--- config.mk ---
export PLATFORM = sky130hd
export DESIGN_NAME = irq_accept_unit
export DESIGN_NICKNAME = d
export VERILOG_FILES = /design/src/rtl/irq_accept_pkg.sv /design/src/rtl/irq_accept_ctrl.sv /design/src/rtl/irq_accept_dp.sv /design/src/rtl/irq_accept_unit.sv
export SDC_FILE = /design/constraint.sdc
export NUM_CORES = 2
export LEC_CHECK = 0
export CORE_MARGIN = 3
export CORE_UTILIZATION = 60
export CTS_CLUSTER_SIZE = 28
export DETAILED_ROUTE_END_ITERATION = 8
export PLACE_DENSITY_LB_ADDON = 0.08
export SYNTH_ARGS = -nofsm -noshare
export SYNTH_HDL_FRONTEND = slang
export SYNTH_SLANG_ARGS = --single-unit
--- constraint.sdc ---
create_clock -name clk -period 14.4 [get_ports clk]
set_input_delay 2.88 -clock clk [delete_from_list [all_inputs] [get_ports clk]]
set_output_delay 2.88 -clock clk [all_outputs]
set_load 0.02 [all_outputs]
--- src/rtl/irq_accept_pkg.sv ---
package irq_accept_pkg;
  localparam int VEC_W = 8;
  localparam int NUM_VEC = 1 << VEC_W;
  localparam int MAX_LOCAL = 8;

  localparam logic [2:0] DM_FIXED   = 3'b000;
  localparam logic [2:0] DM_SMI     = 3'b010;
  localparam logic [2:0] DM_NMI     = 3'b100;
  localparam logic [2:0] DM_INIT    = 3'b101;
  localparam logic [2:0] DM_STARTUP = 3'b110;

  localparam logic [1:0] CFG_ENABLE = 2'd0;
  localparam logic [1:0] CFG_ID     = 2'd1;
  localparam logic [1:0] CFG_LDEST  = 2'd2;
  localparam logic [1:0] CFG_LMASK  = 2'd3;

  typedef struct packed {
    logic                 msgSet;
    logic [VEC_W-1:0]     msgVec;
    logic                 msgLevel;
    logic [MAX_LOCAL-1:0] localSet;
    logic                 ack;
    logic                 eoi;
  } dpStrobe_t;
endpackage

--- src/rtl/irq_accept_ctrl.sv ---
module irq_accept_ctrl
  import irq_accept_pkg::*;
#(
  parameter int LVT_N   = 4,
  parameter int ID_W    = 4,
  parameter int LDEST_W = 8
) (
  input  logic               clk,
  input  logic               rstN,
  input  logic               cfgWe,
  input  logic [1:0]         cfgSel,
  input  logic [7:0]         cfgData,
  input  logic               msgValid,
  input  logic [2:0]         msgMode,
  input  logic [VEC_W-1:0]   msgVector,
  input  logic               msgTrigLevel,
  input  logic               msgLevel,
  input  logic               msgLogical,
  input  logic [LDEST_W-1:0] msgDest,
  input  logic               msgFromIcr,
  input  logic [LVT_N-1:0]   localIrq,
  input  logic               ackReq,
  input  logic               eoiReq,
  output dpStrobe_t          strobe,
  output logic               enabled,
  output logic [LVT_N-1:0]   lvtMask,
  output logic               msgAccept,
  output logic               evtValid,
  output logic [2:0]         evtMode,
  output logic [VEC_W-1:0]   evtVector,
  output logic               evtLevelTrig
);
  logic [ID_W-1:0]    idReg;
  logic [LDEST_W-1:0] ldestReg;
  logic [LVT_N-1:0]   localPrev;

  logic initDeassert, forceEdge, effLevel;
  logic modeKnown, modeSystem, destHit, accept;
  logic [LVT_N-1:0] localRise;

  always_comb begin
    initDeassert = (msgMode == DM_INIT) && msgTrigLevel && !msgLevel;
    forceEdge    = !initDeassert &&
                   ((msgMode == DM_NMI) || (msgMode == DM_INIT) || msgFromIcr);
    effLevel     = msgTrigLevel && !forceEdge;
    modeSystem   = (msgMode == DM_SMI) || (msgMode == DM_NMI) ||
                   (msgMode == DM_INIT) || (msgMode == DM_STARTUP);
    modeKnown    = modeSystem || (msgMode == DM_FIXED);
    if (msgLogical) destHit = |(msgDest & ldestReg);
    else            destHit = (msgDest[ID_W-1:0] == idReg) || (&msgDest[ID_W-1:0]);
    accept       = msgValid && destHit && (enabled ? modeKnown : modeSystem);
    localRise    = localIrq & ~localPrev & ~lvtMask;
  end

  always_comb begin
    strobe          = '0;
    strobe.msgSet   = accept && (msgMode == DM_FIXED);
    strobe.msgVec   = msgVector;
    strobe.msgLevel = effLevel;
    strobe.localSet = MAX_LOCAL'(localRise);
    strobe.ack      = ackReq;
    strobe.eoi      = eoiReq;
  end

  always_ff @(posedge clk or negedge rstN) begin
    if (!rstN) begin
      enabled   <= 1'b0;
      lvtMask   <= '1;
      idReg     <= '0;
      ldestReg  <= '0;
      localPrev <= '0;
    end else begin
      localPrev <= localIrq;
      if (cfgWe) begin
        unique case (cfgSel)
          CFG_ENABLE: begin
            enabled <= cfgData[0];
            if (!cfgData[0]) lvtMask <= '1;
          end
          CFG_ID:    idReg    <= cfgData[ID_W-1:0];
          CFG_LDEST: ldestReg <= cfgData[LDEST_W-1:0];
          default:   lvtMask  <= cfgData[LVT_N-1:0];
        endcase
      end
    end
  end

  always_ff @(posedge clk or negedge rstN) begin
    if (!rstN) begin
      msgAccept    <= 1'b0;
      evtValid     <= 1'b0;
      evtMode      <= '0;
      evtVector    <= '0;
      evtLevelTrig <= 1'b0;
    end else begin
      msgAccept <= accept;
      evtValid  <= accept && (msgMode != DM_FIXED);
      if (accept && (msgMode != DM_FIXED)) begin
        evtMode      <= msgMode;
        evtVector    <= msgVector;
        evtLevelTrig <= effLevel;
      end
    end
  end
endmodule

--- src/rtl/irq_accept_dp.sv ---
module irq_accept_dp
  import irq_accept_pkg::*;
#(
  parameter int LVT_N    = 4,
  parameter int LVT_BASE = 64
) (
  input  logic             clk,
  input  logic             rstN,
  input  dpStrobe_t        strobe,
  output logic             pendValid,
  output logic [VEC_W-1:0] pendVector,
  output logic             pendLevel
);
  localparam int CLS_LSB = VEC_W - 4;

  logic [NUM_VEC-1:0] irrQ, isrQ, tmrQ, irrN, isrN, tmrN;
  logic [VEC_W:0]     irrTop, isrTop;

  function automatic logic [VEC_W:0] topBit(input logic [NUM_VEC-1:0] v);
    logic [VEC_W:0] r;
    r = '0;
    for (int i = 0; i < NUM_VEC; i++)
      if (v[i]) r = {1'b1, VEC_W'(i)};
    return r;
  endfunction

  always_comb begin
    irrTop     = topBit(irrQ);
    isrTop     = topBit(isrQ);
    pendVector = irrTop[VEC_W-1:0];
    pendValid  = irrTop[VEC_W] &&
                 (!isrTop[VEC_W] ||
                  (irrTop[VEC_W-1:CLS_LSB] > isrTop[VEC_W-1:CLS_LSB]));
    pendLevel  = tmrQ[pendVector];
  end

  always_comb begin
    irrN = irrQ;
    isrN = isrQ;
    tmrN = tmrQ;
    if (strobe.ack && pendValid) begin
      irrN[pendVector] = 1'b0;
      isrN[pendVector] = 1'b1;
    end
    if (strobe.eoi && isrTop[VEC_W]) isrN[isrTop[VEC_W-1:0]] = 1'b0;
    if (strobe.msgSet) begin
      irrN[strobe.msgVec] = 1'b1;
      tmrN[strobe.msgVec] = strobe.msgLevel;
    end
    for (int i = 0; i < LVT_N; i++) begin
      if (strobe.localSet[i]) begin
        irrN[VEC_W'(LVT_BASE + i)] = 1'b1;
        tmrN[VEC_W'(LVT_BASE + i)] = 1'b0;
      end
    end
  end

  always_ff @(posedge clk or negedge rstN) begin
    if (!rstN) begin
      irrQ <= '0;
      isrQ <= '0;
      tmrQ <= '0;
    end else begin
      irrQ <= irrN;
      isrQ <= isrN;
      tmrQ <= tmrN;
    end
  end
endmodule

--- src/rtl/irq_accept_unit.sv ---
module irq_accept_unit
  import irq_accept_pkg::*;
#(
  parameter int LVT_N    = 4,
  parameter int LVT_BASE = 64
) (
  input  logic             clk,
  input  logic             rstN,
  input  logic             cfgWe,
  input  logic [1:0]       cfgSel,
  input  logic [7:0]       cfgData,
  input  logic             msgValid,
  input  logic [2:0]       msgMode,
  input  logic [7:0]       msgVector,
  input  logic             msgTrigLevel,
  input  logic             msgLevel,
  input  logic             msgLogical,
  input  logic [7:0]       msgDest,
  input  logic             msgFromIcr,
  input  logic [LVT_N-1:0] localIrq,
  input  logic             ackReq,
  input  logic             eoiReq,
  output logic             enabled,
  output logic [LVT_N-1:0] lvtMask,
  output logic             msgAccept,
  output logic             evtValid,
  output logic [2:0]       evtMode,
  output logic [7:0]       evtVector,
  output logic             evtLevelTrig,
  output logic             pendValid,
  output logic [7:0]       pendVector,
  output logic             pendLevel
);
  dpStrobe_t strobe;

  irq_accept_ctrl #(.LVT_N(LVT_N), .ID_W(4), .LDEST_W(8)) i_ctrl (
    .clk(clk), .rstN(rstN), .cfgWe(cfgWe), .cfgSel(cfgSel), .cfgData(cfgData),
    .msgValid(msgValid), .msgMode(msgMode), .msgVector(msgVector),
    .msgTrigLevel(msgTrigLevel), .msgLevel(msgLevel), .msgLogical(msgLogical),
    .msgDest(msgDest), .msgFromIcr(msgFromIcr), .localIrq(localIrq),
    .ackReq(ackReq), .eoiReq(eoiReq), .strobe(strobe), .enabled(enabled),
    .lvtMask(lvtMask), .msgAccept(msgAccept), .evtValid(evtValid),
    .evtMode(evtMode), .evtVector(evtVector), .evtLevelTrig(evtLevelTrig)
  );

  irq_accept_dp #(.LVT_N(LVT_N), .LVT_BASE(LVT_BASE)) i_dp (
    .clk(clk), .rstN(rstN), .strobe(strobe),
    .pendValid(pendValid), .pendVector(pendVector), .pendLevel(pendLevel)
  );
endmodule

==> impl_metrics.yaml <==
pwr:
  irDropWorstVdd_v: 0.000460
  powerDensity_nw_per_um2: 220
  power.leakage_nw: 19.4
synth:
  yosysWarningCount: 0
  yosys-top-cells-area: "dfrtp_1 50%, o21ai_0 10%, a21oi_1 5.8%"
  synth_edf_count: 0
  synth_top_area_frac: 0.495
  synth_cell_types: 87
  syn_area_per_cell_um2: 9.05
  synth_ff_type: "dfrtp_1"
  ys_seq_elements: 803
  netlist_area_um2: 40400
  ys_seq_area_frac: 0.498
  synthCells: 4462
  syn_nets: 4512
  synthArstFlopShare: 1.00
  yosysTopAreaCell: "dfrtp_1"
routing:
  finalWirelength_um: 144000
  viasPerCell: 7.24
  dr.pass1.iters: 6
  drc: 0
  wire_per_inst_um: 27.2
  antenna_left: 0
  vias: 38400
  first_iter_violations: 5824
layout:
  n_fill_cell: 5347
  final_common_cell: "o21ai_0"
  drive_above_1_share: 0.0778
  final_cell_mix: "844 x o21ai_0, 799 x dfrtp_1, 469 x a21oi_1"
  area_growth_pct: 11.0
  fin_nets: 4413
  stdcell_count: 5304
global_routing:
  antenna_found_initial: 8
  grt_use_total: 0.404
  grt_max_degree: 235
  overflow: 0
  grt_pass1_wl_um: 220000
  grt_pass1_vias: 36200
floorplan:
  core_um2: 66200
  dieArea_um2: 70400
  die_y_um: 265
  initial_utilization: 0.610
  rows: 94
  io_pins: 72
  die_x_um: 265
timing:
  report.final.slew_viol_count: 0
  clock_skew_ps: 30.9
  slew_headroom: 0.0318
  rsz0062_at_grt: "false"
  post-route-period-util: 0.709
  fin_crit_ps: 10210
  setup_viol_count_final: 0
  tightest_slew_ps: 1450
  max_freq_mhz: 97.9
  hold_viol: 0
  fin_tns_setup_ps: 0
hold_path:
  hold_class: "flop to flop"
  holdPathStages: 2
  whs_endpoint: "i_dp.tmrQ[124]$_DFFE_PN0P_"
  hold_start: "i_dp.tmrQ[124]$_DFFE_PN0P_"
worst_setup_path:
  critical_path.top_delay_family: "simple AND/OR/NAND/NOR gates"
  crit_chain: "nor3_1 > nor4b_2 > o31a_1 > o21ai_0 > nor4b_1 > o2111ai_1 > nor4b_4 > nor2_4 > buf_4 > a21oi_4 > buf_4 > clkinv_2 > buf_4 > nor2_4 > a21oi_1 > and4_1 > nor3_1 > a211o_1 > clkdlybuf4s50_1"
  cp_num_buf_inv: 5
  r2r-start: "i_dp.isrQ[56]$_DFF_PN0_"
  worstPathMaxFanout: 60
  cp_common_cell: "buf_4"
  arrival_ps: 7330
  regToRegEndpoint: "i_dp.irrQ[64]$_DFF_PN0_"
  reg2reg_depth: 24
  reg2reg_setup_slack_ps: 7380
  cp_slowest_stage_delay_ps: 900
  crit_required_ps: 11520
  critPathLaunchType: "flop"
  end_kind: "output port"
  worst-setup-path-type: "flop to output port"
  cp_slowest_cell: "nor2_4"
clocking:
  cts_resized: 0
  post-cts-setup-buffers: 0
  cts.root.buffer_cell: "clkbuf_16"
  cts_tree: "done"
  htreeDepth: 3
  cts_made_buffers: 85
  clk_path_buf_depth: 3
  clock_latency_ps: 660
  clk_pin_slew_worst_paths_ps: 60
  cts.sinks: 803
  cts_hold_buf: 0
flow_run:
  maxCapViolCount: 0
placed_design:
  hpwl_um: 87400
  numPortBuffers: 71
  dpl.cell_count: 5140
  gp_congestion: 0.976
outcome:
  outcome: "finished, final reports clean"
[report_power, final]
group	switching [mW]	total, mW	internal (mW)
logic	3.80	4.92	1.12
clock network	0.948	2.39	1.44
registers	0.155	2.54	2.39
[cell usage after synthesis, drive strengths merged, types with 5 or more instances]
library cell and number:
nor4 167, nand2 205, a211oi 18, o41ai 11, nor4b 6, o22ai 24
a22oi 6, nand4 25, and3 10, and2 14, dfrtp 799, o311ai 12
o221ai 10, a2111oi 15, or2 7, o2111ai 15, nor2b 35, buf 31
a31oi 194, nor2 288, o211ai 20, nor3b 9, a21boi 12, mux2i 92
a21o 7, a211o 10, o31ai 285, inv 110, nor3 114, nand2b 26
or4 37, o21ai 853, o22a 7, o21bai 15, nand3 58, or3 14
a21oi 470, ha 7, o21a 6, clkbuf 315, a311oi 10, mux2 34
o31a 5
[kinds of logic (layout without fill, tap and decap cells)]
group,Yosys count,after routing,share of synthesized area
muxes,126,126,0.0323
buffers and inverters,456,429,0.0441
AOI/OAI and AO/OA,2040,2040,0.296
DFF,803,803,0.498
other,0,5,0
and+or+nand+nor,1026,1026,0.127
xor gates and xnor gates,4,4,0.000868
adders and majority gates,7,7,0.00217
[metal layers]
layer,track usage,vias to the layer above,routed length (um)
li1,-,16700,-
met1,0.589,18600,57400
met2,0.574,2623,59900
met3,0.106,520,19700
met4,0.174,2,7120
met5,0,-,13
[stage by stage]
step,hold slack [ps],util,power (mW),setup WS [ps],cell area [um2]
global route,513,0.677,10.1,3740,44800
global placement,486,0.630,7.22,5120,41700
finish,506,0.677,9.84,4190,44800
CTS,506,0.676,9.61,4330,44800
floorplan,469,-,5.36,7630,40400
detailed placement,493,0.630,7.23,5000,41700
[state kept, by name, indices dropped and copies added (netlist names)]
name                 cells
i_dp.isrQ              256
i_ctrl.idReg             4
i_ctrl.evtValid          1
i_dp.irrQ              256
i_ctrl.lvtMask           4
i_ctrl.ldestReg          8
i_ctrl.msgAccept         1
i_ctrl.localPrev         4
i_ctrl.enabled           1
i_ctrl.evtMode           3
i_ctrl.evtVector         8
i_dp.tmrQ              256
i_ctrl.evtLevelTrig      1
[worst max path at each step]
stage / to / start / slack, ps / cells past startpoint
final: pendLevel / i_dp.irrQ[231]$_DFF_PN0_ / 4190 / 19
after global routing: pendLevel / i_dp.irrQ[159]$_DFF_PN0_ / 3740 / 20
after CTS: pendLevel / i_dp.irrQ[159]$_DFF_PN0_ / 4330 / 20
after detailed placement: pendLevel / i_dp.irrQ[159]$_DFF_PN0_ / 5000 / 20
after global placement: pendLevel / i_dp.irrQ[157]$_DFF_PN0_ / 5120 / 20
after floorplan: pendLevel / i_dp.irrQ[183]$_DFF_PN0_ / 7630 / 18
[worst reg2reg max path: stages (launching register included)]
cell      delay [ps]
dfrtp_1          440
nor4_1           530
nand2_1          150
nor3_1           410
a21boi_0         230
o21ai_0          110
a21boi_0         400
o21ai_0          210
a21oi_1          180
o311ai_0         130
a21oi_1          170
buf_4            210
inv_1            110
ha_1             210
nor2b_1          110
o21ai_0           80
nand2b_1          70
a21oi_1           60
a41o_1           210
a32oi_1          370
nand2_2          310
or3_1            550
nor2_2           830
nand2_1          450
a211o_1          390
[area by class of cell]
class	count	area, um2	area share
multi-input cells	3203	18700	0.417
clock inverters	32	414	0.00924
inverters	110	414	0.00924
repair buffers	160	1420	0.0317
diodes	5	12.5	0.000279
well taps	864	1080	0.0241
clock buffers	127	2660	0.0593
flip-flops and latches	803	20100	0.449
Power figures use the tool's default switching activity.
